===== src/rtl/ddr3_cmd_tracker.sv =====
module ddr3_cmd_tracker #(
  parameter int NRANK  = 2,
  parameter int NBANK  = 8,
  parameter int BA_W   = 3,
  parameter int ROW_W  = 16,
  parameter int AP_BIT = 10,
  parameter int BC_BIT = 12,
  parameter int RANK_W = (NRANK > 1) ? $clog2(NRANK) : 1
) (
  input  logic                    clk,
  input  logic                    rst_n,
  input  logic                    cke,
  input  logic [NRANK-1:0]        cs_n,
  input  logic                    ras_n,
  input  logic                    cas_n,
  input  logic                    we_n,
  input  logic [BA_W-1:0]         ba,
  input  logic [ROW_W-1:0]        addr,
  input  logic [RANK_W-1:0]       qry_rank,
  input  logic [BA_W-1:0]         qry_bank,
  output logic                    cmd_valid,
  output logic [2:0]              cmd_code,
  output logic [RANK_W-1:0]       cmd_rank,
  output logic [BA_W-1:0]         cmd_bank,
  output logic                    auto_pre,
  output logic                    pre_all,
  output logic                    burst_chop,
  output logic                    err,
  output logic [NRANK*NBANK-1:0]  bank_open,
  output logic [ROW_W-1:0]        qry_row
);
  localparam int NB = NRANK * NBANK;
  localparam int IDX_W = $clog2(NB);
  localparam logic [2:0] OP_NOP = 3'd0, OP_ACT = 3'd1, OP_RD = 3'd2, OP_WR = 3'd3,
                         OP_PRE = 3'd4, OP_REF = 3'd5, OP_MRS = 3'd6, OP_BAD = 3'd7;

  logic [ROW_W-1:0] row_q [NB];
  logic [2:0]        op;
  logic [RANK_W-1:0] rk;
  logic [IDX_W-1:0]  idx;
  int                nsel;
  logic              take, multi, bad, ok, rw, rank_busy;
  logic [NB-1:0]     open_nx, rank_mask;

  always_comb begin
    case ({ras_n, cas_n, we_n})
      3'b011:  op = OP_ACT;
      3'b101:  op = OP_RD;
      3'b100:  op = OP_WR;
      3'b010:  op = OP_PRE;
      3'b001:  op = OP_REF;
      3'b000:  op = OP_MRS;
      3'b111:  op = OP_NOP;
      default: op = OP_BAD;
    endcase
  end

  always_comb begin
    nsel = 0;
    rk = '0;
    for (int r = 0; r < NRANK; r++)
      if (!cs_n[r]) begin
        nsel = nsel + 1;
        rk = RANK_W'(r);
      end
  end

  always_comb begin
    rank_mask = '0;
    for (int b = 0; b < NBANK; b++)
      rank_mask[int'(rk) * NBANK + b] = 1'b1;
  end

  assign idx       = IDX_W'(int'(rk) * NBANK + int'(ba));
  assign rank_busy = |(bank_open & rank_mask);
  assign rw        = (op == OP_RD) || (op == OP_WR);
  assign multi     = cke && (nsel > 1);
  assign take      = cke && (nsel == 1) && (op != OP_NOP);
  assign bad       = multi || (take && ((op == OP_BAD) ||
                     ((op == OP_ACT) && bank_open[idx]) ||
                     (rw && !bank_open[idx]) ||
                     ((op == OP_REF) && rank_busy)));
  assign ok        = take && !bad;

  always_comb begin
    open_nx = bank_open;
    if (ok) begin
      if (op == OP_ACT) open_nx[idx] = 1'b1;
      else if (rw && addr[AP_BIT]) open_nx[idx] = 1'b0;
      else if (op == OP_PRE) begin
        if (addr[AP_BIT]) open_nx = bank_open & ~rank_mask;
        else open_nx[idx] = 1'b0;
      end
    end
  end

  always_ff @(posedge clk) begin
    if (!rst_n) begin
      bank_open  <= '0;
      cmd_valid  <= 1'b0;
      cmd_code   <= OP_NOP;
      cmd_rank   <= '0;
      cmd_bank   <= '0;
      auto_pre   <= 1'b0;
      pre_all    <= 1'b0;
      burst_chop <= 1'b0;
      err        <= 1'b0;
    end else begin
      bank_open  <= open_nx;
      cmd_valid  <= ok;
      cmd_code   <= ok ? op : OP_NOP;
      cmd_rank   <= ok ? rk : '0;
      cmd_bank   <= ok ? ba : '0;
      auto_pre   <= ok && rw && addr[AP_BIT];
      pre_all    <= ok && (op == OP_PRE) && addr[AP_BIT];
      burst_chop <= ok && rw && !addr[BC_BIT];
      err        <= bad;
    end
  end

  always_ff @(posedge clk) begin
    if (!rst_n) begin
      for (int i = 0; i < NB; i++) row_q[i] <= '0;
    end else if (ok && op == OP_ACT) begin
      row_q[idx] <= addr;
    end
  end

  assign qry_row = row_q[int'(qry_rank) * NBANK + int'(qry_bank)];

  AST_ERR_EXCLUSIVE: assert property (@(posedge clk) disable iff (!rst_n)
    !(err && cmd_valid));
  AST_DESELECT_HOLDS: assert property (@(posedge clk) disable iff (!rst_n)
    (&cs_n) |=> (!cmd_valid && !err && $stable(bank_open)));
  AST_CKE_LOW_HOLDS: assert property (@(posedge clk) disable iff (!rst_n)
    !cke |=> (!cmd_valid && !err && $stable(bank_open)));
  AST_ERR_NO_STATE: assert property (@(posedge clk) disable iff (!rst_n)
    err |-> (bank_open == $past(bank_open)));
  AST_QUAL_ONLY_RW: assert property (@(posedge clk) disable iff (!rst_n)
    (auto_pre || burst_chop) |-> (cmd_valid && (cmd_code == OP_RD || cmd_code == OP_WR)));
  AST_PREALL_CLEARS: assert property (@(posedge clk) disable iff (!rst_n)
    pre_all |-> (cmd_code == OP_PRE && $countones(bank_open) <= NB - NBANK));
  AST_ACT_OPENS: assert property (@(posedge clk) disable iff (!rst_n)
    (cmd_valid && cmd_code == OP_ACT) |-> bank_open[int'(cmd_rank) * NBANK + int'(cmd_bank)]);
endmodule


===== config.mk =====
export PLATFORM = sky130hd
export DESIGN_NAME = ddr3_cmd_tracker
export DESIGN_NICKNAME = d
export VERILOG_FILES = /design/src/rtl/ddr3_cmd_tracker.sv
export SDC_FILE = /design/constraint.sdc
export NUM_CORES = 1
export LEC_CHECK = 0
export ABC_AREA = 1
export BUFFER_PORTS_ARGS = -buffer_cell sky130_fd_sc_hd__buf_4
export CAP_MARGIN = 20
export CORE_MARGIN = 2
export CORE_UTILIZATION = 31
export CTS_CLUSTER_SIZE = 10
export DETAILED_ROUTE_END_ITERATION = 10
export GPL_TIMING_DRIVEN = 0
export PLACE_DENSITY = 0.48
export SKIP_CTS_REPAIR_TIMING = 1
export SYNTH_ARGS = -nofsm -noshare
export SYNTH_HDL_FRONTEND = slang
export SYNTH_SLANG_ARGS = --single-unit
export TNS_END_PERCENT = 50

===== constraint.sdc =====
create_clock -name clk -period 8.82 [get_ports clk]
set_input_delay 2.205 -clock clk [delete_from_list [all_inputs] [get_ports clk]]
set_output_delay 2.205 -clock clk [all_outputs]
set_load 0.05 [all_outputs]

==> reports/metrics.yaml <==
timing:
  post-route-period-util_pct: 83.2
  slew_headroom_pct: 23.5
  hold_ws_ps: 581
  layout_min_cycle_time_ps: 7340
  grt_setup_unrepaired: "false"
  setup_viol: 0
  setup-tns-final_ps: 0
  timing.fmax_mhz: 136
  skew_ps: 26.6
  fin_ws_ps: 1480
  hold_violations: 0
  worst_pin_slew_ps: 1150
  slew_viol_final: 0
floorplanning:
  rows: 75
  floorplan.initialDensity_pct: 31.6
  fp.dieW_um: 211
  core_area_mm2: 0.0422
  die-area_mm2: 0.0447
  ios: 75
  die_h_um: 211
critical_path:
  r2r_cells: 12
  setup.worst_path.end_class: "output pin"
  r2r_slack_ps: 5350
  timing.rr.end: "row_q[10][4]"
  crit_path_start_kind: "input pin"
  worst_ep_required_time_ps: 6620
  critPathMaxFanout: 10
  timing.rr.start: "bank_open[1]"
  cp.arrival_ps: 5140
  crit_type: "input pin to output pin"
yosys:
  synth_top_family_by_area: "simple AND/OR/NAND/NOR gates"
  yosysSeqAreaShare_pct: 61.9
  syn_area_mm2: 0.0133
  ys_ff_latch: 284
  synthMuxAreaShare_pct: 4.80
  yosys.area_share.simple_pct: 15.9
  ys_types: 31
  syn_avg_cell_area_um2: 10.1
  syn_nets: 1348
  synth-compound-area-share_pct: 10.7
  yosys.area_share.xor_xnor_pct: 0
  yosysWarnings: 0
  synthCells: 1316
  synthAdderAreaFrac_pct: 0.0938
global_routing:
  grt_pass1_wl_um: 65600
  grt_overflow: 0
  grtUsageTotal_pct: 20.3
  grt_pass1_vias: 9997
  antenna_found_initial: 0
  grt_max_degree: 17
place:
  place_congestion: 0.895
  portBuffers: 69
  post-place-ws_ps: 1520
  dp_hpwl_um: 31600
drt:
  avgRoutedWirePerCell_um: 22.6
  first_pass_iters: 5
  viasPerCell: 5.11
  initialDrtViolationCount: 932
  vias: 10144
  antenna_left: 0
  wl_um: 44900
  drc: 0
final_layout:
  area_growth_pct: 17.5
  drive_gt1_share_pct: 10.6
  final_cell_mix: "292 x nor2_1, 256 x edfxtp_1, 124 x inv_1, 122 x nand2_1, 98 x o21ai_0"
  layout.nets: 1460
  antenna_cells: 0
  final_common_cell: "nor2_1"
cts:
  cts_tree: "done"
  numCtsBuffers: 36
  cts_num_sinks: 284
  cts_root_buf: "clkbuf_16"
  clockBufferDepth: 3
  clk_latency_ps: 550
  path_clk_slew_ps: 50
  htreeDepth: 2
hold_path:
  hold_end: "bank_open[7]"
  min_path_type: "register to register"
  hold_start: "bank_open[7]"
  hold_path_depth: 4
power_and_ir_drop:
  pwr-share-clk_pct: 43.1
  finalPower_w: 0.00322
  p_sw_share_pct: 26.0
  power.share.combinational_pct: 10.1
  p_int_w: 0.00239
  p_leak_nw: 6.32
  irDropWorstVdd_mv: 0.124
  p_switching_w: 0.000837
  p_seq_share_pct: 46.9
  p_per_area_mw_per_mm2: 206
flow_run:
  maxCapViolations: 0
run_status:
  status: "completed"
[state kept, by name (all words and copies together) (netlist names)]
signal and cells:
cmd_valid 1, burst_chop 1, row_q 256, cmd_code 3, pre_all 1, cmd_bank 3
cmd_rank 1, err 1, bank_open 16, auto_pre 1
[through the flow]
stage,area (µm²),util [%],std cells
after floorplan,13300,-,1316
after global placement,14500,34.4,1924
after detailed placement,14600,34.6,1928
after CTS,15700,37.1,1983
after global routing,15700,37.1,1984
final,15700,37.1,1984
[cells by family after synthesis]
logic type | count (synthesis)
compound gates | 249
buf+inv | 219
fa+ha+maj | 1
flops | 284
simple gates | 499
mux | 64
[Yosys cell counts]
cell	count	area share, %
nand3_4	6	0.79
inv_1	124	3.5
buf_1	15	0.42
o21ai_0	100	3.8
clkbuf_1	62	1.7
nand2_4	3	0.25
dfxtp_1	28	4.2
nand2_1	122	3.4
mux2i_1	64	4.8
inv_2	2	0.056
o211ai_1	64	3.6
buf_8	1	0.11
nand4_1	2	0.094
nor2_1	292	8.2
nand3_1	26	0.98
buf_6	6	0.51
a21oi_1	72	2.7
edfxtp_1	256	58
o21a_1	7	0.39
buf_4	1	0.056
nand3_2	6	0.45
or2_2	1	0.047
nor2_2	2	0.094
nor2_4	1	0.084
o21ai_1	2	0.075
nor3_1	38	1.4
ha_1	1	0.094
clkinv_1	2	0.056
a31oi_1	1	0.047
buf_2	6	0.23
o22ai_1	3	0.14
[metal layers]
layer	share of wire, %	GRT usage, %
met1	42	26.1
met2	47	33.6
met3	6.4	3.74
met4	4.0	8.86
met5	0	0
[critical path: stages]
cell and delay, ps:
clkbuf_1 310, buf_1 470, buf_1 900, mux2i_1 260
o211ai_1 370, o211ai_1 210, nand2_1 160, buf_4 210
[layout make-up]
type	count	area [µm²]
clock buffer	45	935
clock inverter	10	126
timing repair buffer	74	594
sequential	284	8250
inverter	128	480
multi-input combinational	813	4200
fill	4269	26600
tap	539	674
buffer	91	409
[worst max-delay path by stage]
stage | startpoint | to | slack (ps) | cells after the start
floorplan | qry_bank[0] | qry_row[11] | 2620 | 7
global placement | qry_bank[0] | qry_row[4] | 1450 | 8
detailed placement | qry_bank[0] | qry_row[0] | 1520 | 8
CTS | qry_bank[0] | qry_row[0] | 1510 | 8
global route | qry_bank[0] | qry_row[6] | 1420 | 8
finish | qry_bank[0] | qry_row[6] | 1480 | 8
[power groups by stage]
stage | Sequential, W | Combinational [W] | Clock [W]
6_report | 0.00151 | 0.000325 | 0.00139
3_5_place_dp | 0.00154 | 0.000324 | 0
3_3_place_gp | 0.00154 | 0.000319 | 0
5_1_grt | 0.00151 | 0.000346 | 0.00145
4_1_cts | 0.00151 | 0.000324 | 0.00140
2_1_floorplan | 0.00155 | 0.000178 | 0
Power figures use the tool's default switching activity.
